==> src/rtl/pt_walker.sv <==
module pt_walker #(
  parameter int PHYS_BITS = 40
) (
  input  logic                 clk,
  input  logic                 rst_n,
  input  logic                 req_valid,
  input  logic [63:0]          req_vaddr,
  input  logic                 req_write,
  input  logic [63:0]          root,
  input  logic                 nxe,
  output logic                 busy,
  output logic                 mem_req_valid,
  input  logic                 mem_req_ready,
  output logic                 mem_req_we,
  output logic [63:0]          mem_req_addr,
  output logic [63:0]          mem_req_wdata,
  input  logic                 mem_rsp_valid,
  input  logic [63:0]          mem_rsp_rdata,
  output logic                 done,
  output logic [1:0]           fault,
  output logic [PHYS_BITS-1:0] pa,
  output logic [1:0]           psize,
  output logic                 rt_user,
  output logic                 rt_write,
  output logic                 rt_exec
);
  localparam logic [1:0] F_OK = 2'd0, F_GP = 2'd1, F_NP = 2'd2, F_RSV = 2'd3;
  localparam logic [PHYS_BITS-1:0] M4K = {{(PHYS_BITS-12){1'b0}}, {12{1'b1}}};
  localparam logic [PHYS_BITS-1:0] M2M = {{(PHYS_BITS-21){1'b0}}, {21{1'b1}}};
  localparam logic [PHYS_BITS-1:0] M1G = {{(PHYS_BITS-30){1'b0}}, {30{1'b1}}};
  localparam logic [63:0] A_SET = 64'h20, D_SET = 64'h40;

  typedef enum logic [2:0] {S_IDLE, S_RD, S_WAIT, S_WB, S_DONE} st_t;

  st_t         st;
  logic [1:0]  lvl;
  logic [63:0] tbl, ent;
  logic [47:0] va;
  logic        wr, leaf_q;

  logic [8:0]  idx;
  logic [63:0] e, newe;
  logic        canon, ps, big, leaf, hi_rsv, align_rsv, rsv;
  logic [PHYS_BITS-1:0] mask;

  assign idx  = va[12 + 9*int'(lvl) +: 9];
  assign e    = mem_rsp_rdata;
  assign ps   = e[7];
  assign big  = ps && (lvl == 2'd2 || lvl == 2'd1);
  assign leaf = (lvl == 2'd0) || big;
  assign hi_rsv    = |e[51:PHYS_BITS];
  assign align_rsv = (lvl == 2'd2 && ps && |e[29:13]) || (lvl == 2'd1 && ps && |e[20:13]);
  assign rsv  = hi_rsv || (!nxe && e[63]) || (lvl == 2'd3 && ps) || align_rsv;
  assign newe = e | A_SET | ((leaf && wr) ? D_SET : 64'h0);
  assign mask = (lvl == 2'd2) ? M1G : (lvl == 2'd1) ? M2M : M4K;
  assign canon = (&req_vaddr[63:47]) || !(|req_vaddr[63:47]);

  assign busy          = st != S_IDLE;
  assign done          = st == S_DONE;
  assign mem_req_valid = st == S_RD || st == S_WB;
  assign mem_req_we    = st == S_WB;
  assign mem_req_addr  = tbl + {52'h0, idx, 3'b000};
  assign mem_req_wdata = ent;

  always_ff @(posedge clk or negedge rst_n) begin
    if (!rst_n) begin
      st <= S_IDLE;
      lvl <= 2'd3;
      tbl <= '0;
      ent <= '0;
      va <= '0;
      wr <= 1'b0;
      leaf_q <= 1'b0;
      fault <= F_OK;
      pa <= '0;
      psize <= 2'd0;
      rt_user <= 1'b0;
      rt_write <= 1'b0;
      rt_exec <= 1'b0;
    end else begin
      case (st)
        S_IDLE: if (req_valid) begin
          va <= req_vaddr[47:0];
          wr <= req_write;
          lvl <= 2'd3;
          tbl <= root & ~64'hFFF;
          pa <= '0;
          psize <= 2'd0;
          leaf_q <= 1'b0;
          if (canon) begin
            fault <= F_OK;
            {rt_user, rt_write, rt_exec} <= 3'b111;
            st <= S_RD;
          end else begin
            fault <= F_GP;
            {rt_user, rt_write, rt_exec} <= 3'b000;
            st <= S_DONE;
          end
        end
        S_RD: if (mem_req_ready) st <= S_WAIT;
        S_WAIT: if (mem_rsp_valid) begin
          if (!e[0] || rsv) begin
            fault <= e[0] ? F_RSV : F_NP;
            {rt_user, rt_write, rt_exec} <= 3'b000;
            st <= S_DONE;
          end else begin
            ent <= newe;
            leaf_q <= leaf;
            rt_user <= rt_user & e[2];
            rt_write <= rt_write & e[1];
            rt_exec <= rt_exec & ~e[63];
            if (leaf) begin
              pa <= (e[PHYS_BITS-1:0] & ~mask) | (va[PHYS_BITS-1:0] & mask);
              psize <= (lvl == 2'd2) ? 2'd2 : (lvl == 2'd1) ? 2'd1 : 2'd0;
            end
            if (newe != e) st <= S_WB;
            else if (leaf) st <= S_DONE;
            else begin
              tbl <= {12'h0, e[51:12], 12'h0};
              lvl <= lvl - 2'd1;
              st <= S_RD;
            end
          end
        end
        S_WB: if (mem_req_ready) begin
          if (leaf_q) st <= S_DONE;
          else begin
            tbl <= {12'h0, ent[51:12], 12'h0};
            lvl <= lvl - 2'd1;
            st <= S_RD;
          end
        end
        default: st <= S_IDLE;
      endcase
    end
  end
endmodule

==> config.mk <==
export PLATFORM = sky130hd
export DESIGN_NAME = pt_walker
export DESIGN_NICKNAME = d
export VERILOG_FILES = /design/src/rtl/pt_walker.sv
export SDC_FILE = /design/constraint.sdc
export NUM_CORES = 1
export LEC_CHECK = 0
export BUFFER_PORTS_ARGS = -buffer_cell sky130_fd_sc_hd__buf_2
export CORE_AREA = 2 2 147 149
export DETAILED_ROUTE_END_ITERATION = 8
export DIE_AREA = 0 0 149 151
export PLACE_DENSITY = 0.8
export REMOVE_ABC_BUFFERS = 1
export SLEW_MARGIN = 25
export SYNTH_ARGS = -nofsm -noshare
export SYNTH_HDL_FRONTEND = slang
export SYNTH_SLANG_ARGS = --single-unit
==> constraint.sdc <==
create_clock -name clk -period 5.8 [get_ports clk]
set_input_delay 1.16 -clock clk [delete_from_list [all_inputs] [get_ports clk]]
set_output_delay 1.16 -clock clk [all_outputs]
set_load 0.02 [all_outputs]
==> Yosys cells after proc, flatten, opt, wreduce, memory -nomap -nowiden <==
Index checks and enable logic that the tools add are counted.
{ "word_totals": {"reg_bits": 230, "latch_bits": 0, "ramBits": 0, "mem_bits_ro": 0, "inputBits": 199, "output_inout_bits": 179, "wordCells": 146, "memories": 0} }
{ "op_classes": {"n_addsub": 3, "n_mul": 1, "div": 0, "magnitude_cmp": 0, "n_eq_ne": 18, "shifts": 1, "muxes": 62, "bitwise": 10, "reduce_logical": 38} }
{ "op_table": {"columns": ["op", "n"], "rows": [
  ["64-bit 2-to-1 mux", 7],
  ["64-bit one-hot mux with 3 select lines", 1],
  ["40-bit 2-to-1 mux", 4],
  ["40-bit one-hot mux with 2 select lines", 1],
  ["64-bit by 12-bit adder with 64-bit output", 1],
  ["64-bit inequality test", 1],
  ["64-bit by 7-bit OR with 64-bit output", 1],
  ["48-bit by 8-bit variable part select with 9-bit output", 1],
  ["40-bit by 30-bit AND with 40-bit output", 1],
  ["40-bit AND", 1],
  ["30-bit inverter with 40-bit output", 1],
  ["40-bit OR", 1],
  ["17-bit OR reduction", 2],
  ["2-bit 2-to-1 mux", 15],
  ["30-bit 2-to-1 mux", 1],
  ["3-bit 2-to-1 mux", 9],
  ["21-bit 2-to-1 mux", 1],
  ["2-bit inequality test, second input constant", 10],
  ["17-bit AND reduction", 1],
  ["1-bit 2-to-1 mux", 14],
  ["3-bit one-hot mux with 4 select lines", 1],
  ["4-bit AND reduction", 3],
  ["12-bit OR reduction", 1],
  ["1-bit logical OR", 9],
  ["25 further kinds", 45]
]} }

==> Depth between registers and ports, before layout <==
{ "depth": {"depth_word": 12, "depth_mapped": 11} }

==> Least setup slack after synthesis <==
No wires, ideal clock.
{ "synth_path": {"path_kind": "register to register", "startpoint": "register lvl[0]", "endpoint": "register lvl[1]", "setup_ns": 0.082, "arrival_ns": 2.856, "t_required_ns": 5.718, "setup_slack_ns": 2.862, "path_stages_with_launch": 11, "n_path_buf": 2, "cell_sequence": "dfstp_2 -> clkbuf_1 -> inv_1 -> ha_1 -> a21oi_1 -> nand2_1 -> nand2_1 -> nand3_1 -> or2_1 -> buf_6 -> mux2_4"} }
{ "synth_via": {"elab_chain_len": 10, "elab_cells_between_ends": 32, "cone_classes": "1 x add/sub; 7 x eq/ne; 8 x mux; 1 x bitwise; 15 x reduce/logical"} }
{ "synth_rtl": {"columns": ["item", "line", "text"], "rows": [
  ["from (decl)", "36", "logic [1:0] lvl;"],
  ["from (signal assigned)", "120", "lvl <= lvl - 2'd1;"],
  ["from (signal assigned)", "129", "lvl <= lvl - 2'd1;"],
  ["2-bit equality test / 2-bit by 1-bit equality test with 1-bit output (equally long branches)", "49, 52", null],
  ["1-bit logical OR", "49", "assign big = ps && (lvl == 2'd2 || lvl == 2'd1);"],
  ["1-bit logical AND", "49", null],
  ["1-bit logical OR", "50", "assign leaf = (lvl == 2'd0) || big;"],
  ["1-bit logical AND", "54", "assign newe = e | A_SET | ((leaf && wr) ? D_SET : 64'h0);"],
  ["7-bit 2-to-1 mux", "54", null],
  ["64-bit by 7-bit OR with 64-bit output", "54", null],
  ["64-bit inequality test", "116", "if (newe != e) st <= S_WB;"],
  ["2-bit inequality test (no line)", null, null],
  ["8-bit AND reduction (no line)", null, null]
]} }
Several ways; a longest one is shown, not always the timed one. The select of a mux whose other input is x is not followed.
A chain may end at the register's enable or synchronous reset.

==> Final worst setup path <==
{ "layout_path": {"startpoint": "register lvl[0]", "endpoint": "register pa[27]"} }
{ "layout_via": {"elab_chain_len": 9, "elab_cells_between_ends": 28, "cone_classes": "5 x eq/ne; 5 x mux; 4 x bitwise; 14 x reduce/logical"} }
{ "layout_rtl": {"columns": ["item", "line", "text"], "rows": [
  ["2-bit equality test", "49, 52, 55", null],
  ["30-bit 2-to-1 mux", "55", "assign mask = (lvl == 2'd2) ? M1G : (lvl == 2'd1) ? M2M : M4K;"],
  ["30-bit inverter with 40-bit output", "113", "pa <= (e[PHYS_BITS-1:0] & ~mask) | (va[PHYS_BITS-1:0] & mask);"],
  ["40-bit AND", "113", null],
  ["40-bit OR", "113", null],
  ["40-bit 2-to-1 mux", "112", "if (leaf) begin"],
  ["40-bit 2-to-1 mux", "102", "if (!e[0] || rsv) begin"],
  ["40-bit 2-to-1 mux", "101", "S_WAIT: if (mem_rsp_valid) begin"],
  ["40-bit one-hot mux with 2 select lines", "81", "case (st)"],
  ["to (signal assigned)", "113", null],
  ["to (decl)", "21", "output logic [PHYS_BITS-1:0] pa,"]
]} }
Several ways; a longest one is shown, not always the timed one. The select of a mux whose other input is x is not followed.

==> out/metrics.csv <==
stage;metric;value;unit
clock_network;htree depth;1;
sta;achievable frequency;270;MHz
setup_path;Critical Path AT;4.11;ns
global_route;vias in the first global route;7771;
finish;design area;12500;sq um
finish;Core Util, Final;60.1;%
power;Peak VDD IR;0.000215;V
clock_network;post-CTS resize count;0;
placement;DP Cell Count;1390;
finish;Fillers;1682;
flow_run;max cap viols;0;
clock_network;hold_buf cts;0;
yosys;sequential-to-total area share from yosys stat;56.2;%
clock_network;Post CTS Setup Buffer Count;0;
sta;RSZ-0062 raised after global routing;false;
clock_network;clock sinks;218;
drt;top sig layer;met4;
sta;Worst Tran Pin Value;1.03;ns
finish;Total Nets Final;1343;
global_route;first-pass GRT wire length;42900;microns
floorplan;DIE HEIGHT;151;microns
yosys;Post-synth EDFFs;0;
global_route;total congestion overflow;0;
placement;dpl hpwl;19300;microns
drt;Iteration-0 DRC Markers;415;
sta;crit share post-route;63.8;%
drt;drt first pass iters;4;
floorplan;area of the die;22500;sq um
setup_path;reg-to-reg startpoint;lvl[0];
worst_hold_path;hold crit path type;flip-flop to flip-flop;
clock_network;Num CTS Buffers;23;
sta;Final Max Slew Viols;0;
power;leakage power;0.00634;uW
global_route;largest net degree at the start of global routing;132;
placement;gp weighted congestion;0.888;
setup_path;CP peak stage delay;0.82;ns
clock_network;CTS clk-pin slew, worst paths;0.06;ns
yosys;warning count from the yosys run;0;
setup_path;nature of the critical path endpoint;flip-flop;
global_route;GRT Total Usage;24.6;%
placement;Placement Cell Area;11700;sq um
setup_path;Slowest cell on crit path;dfstp_2;
global_route;initial antenna violation count;0;
sta;Final Critical Period;3.70;ns
floorplan;Initial Util;46.7;%
setup_path;largest fanout on the critical path;19;
run_status;status;finished clean;
setup_path;CP startpoint kind;flip-flop;
yosys;Synth Area per Inst;12.1;sq um
yosys;ys flop type;dfrtp_1;
clock_network;CTS root buffer;clkbuf_16;
yosys;Yosys cell types;46;
clock_network;CTS tree;yes;
sta;final setup TNS;0;ns
clock_network;worst skew pair latency;0.51;ns
setup_path;CP required;6.21;ns
sta;clk_skew;0.0121;ns
drt;Met2 Wirelength;14300;microns
finish;area growth from synthesis to layout;28.7;%
worst_hold_path;hold path start;mem_req_wdata[5];
yosys;Synth async-reset ratio;100;%
drt;Detailed Route WL;28700;microns
floorplan;# IOs;378;
sta;Finish-stage setup viols;0;
floorplan;row count;53;
drt;M1 wire length;11300;microns
sta;worst rel slew slack;31.4;%
finish;fraction of layout cells with a size suffix above 1;46.2;%
setup_path;Buf/Inv on CP;1;
floorplan;Core ar.;20800;sq um
yosys;Synth Register Bits;218;
drt;WL met3;2460;microns
setup_path;crit-path cells;inv_1, ha_1, nor2_1, a21oi_1, o21ai_0, and2_1, nand3_2, o2bb2ai_1;
drt;Detail Route Antenna Nets;0;
floorplan;die width;149;microns
setup_path;kind of critical path;flip-flop to flip-flop;
yosys;Mapped Cells;804;
drt;Vias/cell;5.56;
placement;Port Buffers;362;
drt;via count;7964;
setup_path;worst setup path startpoint;lvl[0];
finish;commonest non-fill, non-tap cell in the layout;buf_2;
clock_network;clock tree buffer depth;3;
finish;most frequent cells in the layout;361 x buf_2, 215 x dfrtp_1, 99 x mux2_2;
yosys;synthesized area;9720;sq um
setup_path;Crit path max-delay family;simple AND/OR/NAND/NOR gates;
drt;DRC;0;
power;Pwr per Cell Area;307;nW/um^2
drt;DR WL/cell;20.0;microns
finish;Layout Cells excl Fill;1433;
sta;endpoints failing hold;0;
synth_stat cells, types with 9 or more instances:
cell	count	share of area (%)
dfrtp_1	216	56
mux2_2	99	11
o21ai_0	60	3.1
mux2i_1	59	6.1
nor2_1	52	2.0
o21ai_1	50	2.6
a21oi_1	48	2.5
clkbuf_1	32	1.2
a22o_1	25	2.3
nand2_1	23	0.89
o2bb2ai_1	18	1.6
and2_1	13	0.84
buf_1	11	0.42
buf_6	9	1.0
mux4_2	9	2.1
sequential cells by signal, indices dropped and copies added (netlist names):
name,flops
mem_req_wdata,64
tbl,52
va,48
pa,40
st,3
fault,2
lvl,2
psize,2
leaf_q,1
rt_exec,1
rt_user,1
rt_write,1
wr,1
final cells by class:
type                    count  area [sq um]  area share (%)
flip-flops and latches    218          5460            43.7
clock inverters            11           195            1.56
diodes                      1          2.50          0.0200
multi-input cells         521          3960            31.6
repair buffers            371          1900            15.2
inverters                   5          18.8           0.150
clock buffers              31           626            5.00
well taps                 275           344            2.75
metal layers:
layer / vias to the layer above / global-route usage (%)
met5: - / 0
met3: 47 / 5.75
met4: 0 / 7.19
met2: 371 / 42.3
met1: 3965 / 31.3
li1: 3581 / -
per-stage QoR:
stage               setup WS [ns]  power, uW  hold slack (ns)
floorplan                    1.20       2010            0.461
global placement             1.96       2250            0.447
detailed placement           1.84       2260            0.447
CTS                          2.04       3870            0.465
global route                 1.80       3990            0.497
finish                       2.10       3840            0.458
cells by family after synthesis:
| family | synth area share [%] |
|---|---|
| DFF | 56.2 |
| muxes | 19.8 |
| and+or+nand+nor | 6.49 |
| AOI/OAI and AO/OA | 13.4 |
| buffers and inverters | 3.49 |
| xor gates and xnor gates | 0.0901 |
| other | 0.0386 |
| adders and majority gates | 0.515 |
power by group:
group	internal [uW]	leakage (uW)	switching, uW	total (uW)
clock	985	0.000403	620	1600
sequential	1640	0.00283	67.8	1710
combinational	217	0.00311	308	525
final timing paths:
kind	slack [ns]	cells after the start	endpoint
worst max-delay path	2.10	8	pa[27]
worst min-delay path	0.46	1	mem_req_wdata[5]
worst max register to register	2.10	8	pa[27]
min in group asynchronous	0.63	1	tbl[34]
max in group asynchronous	3.98	2	pa[26]
worst min register to register	0.46	1	mem_req_wdata[5]
Power figures use the tool's default switching activity.
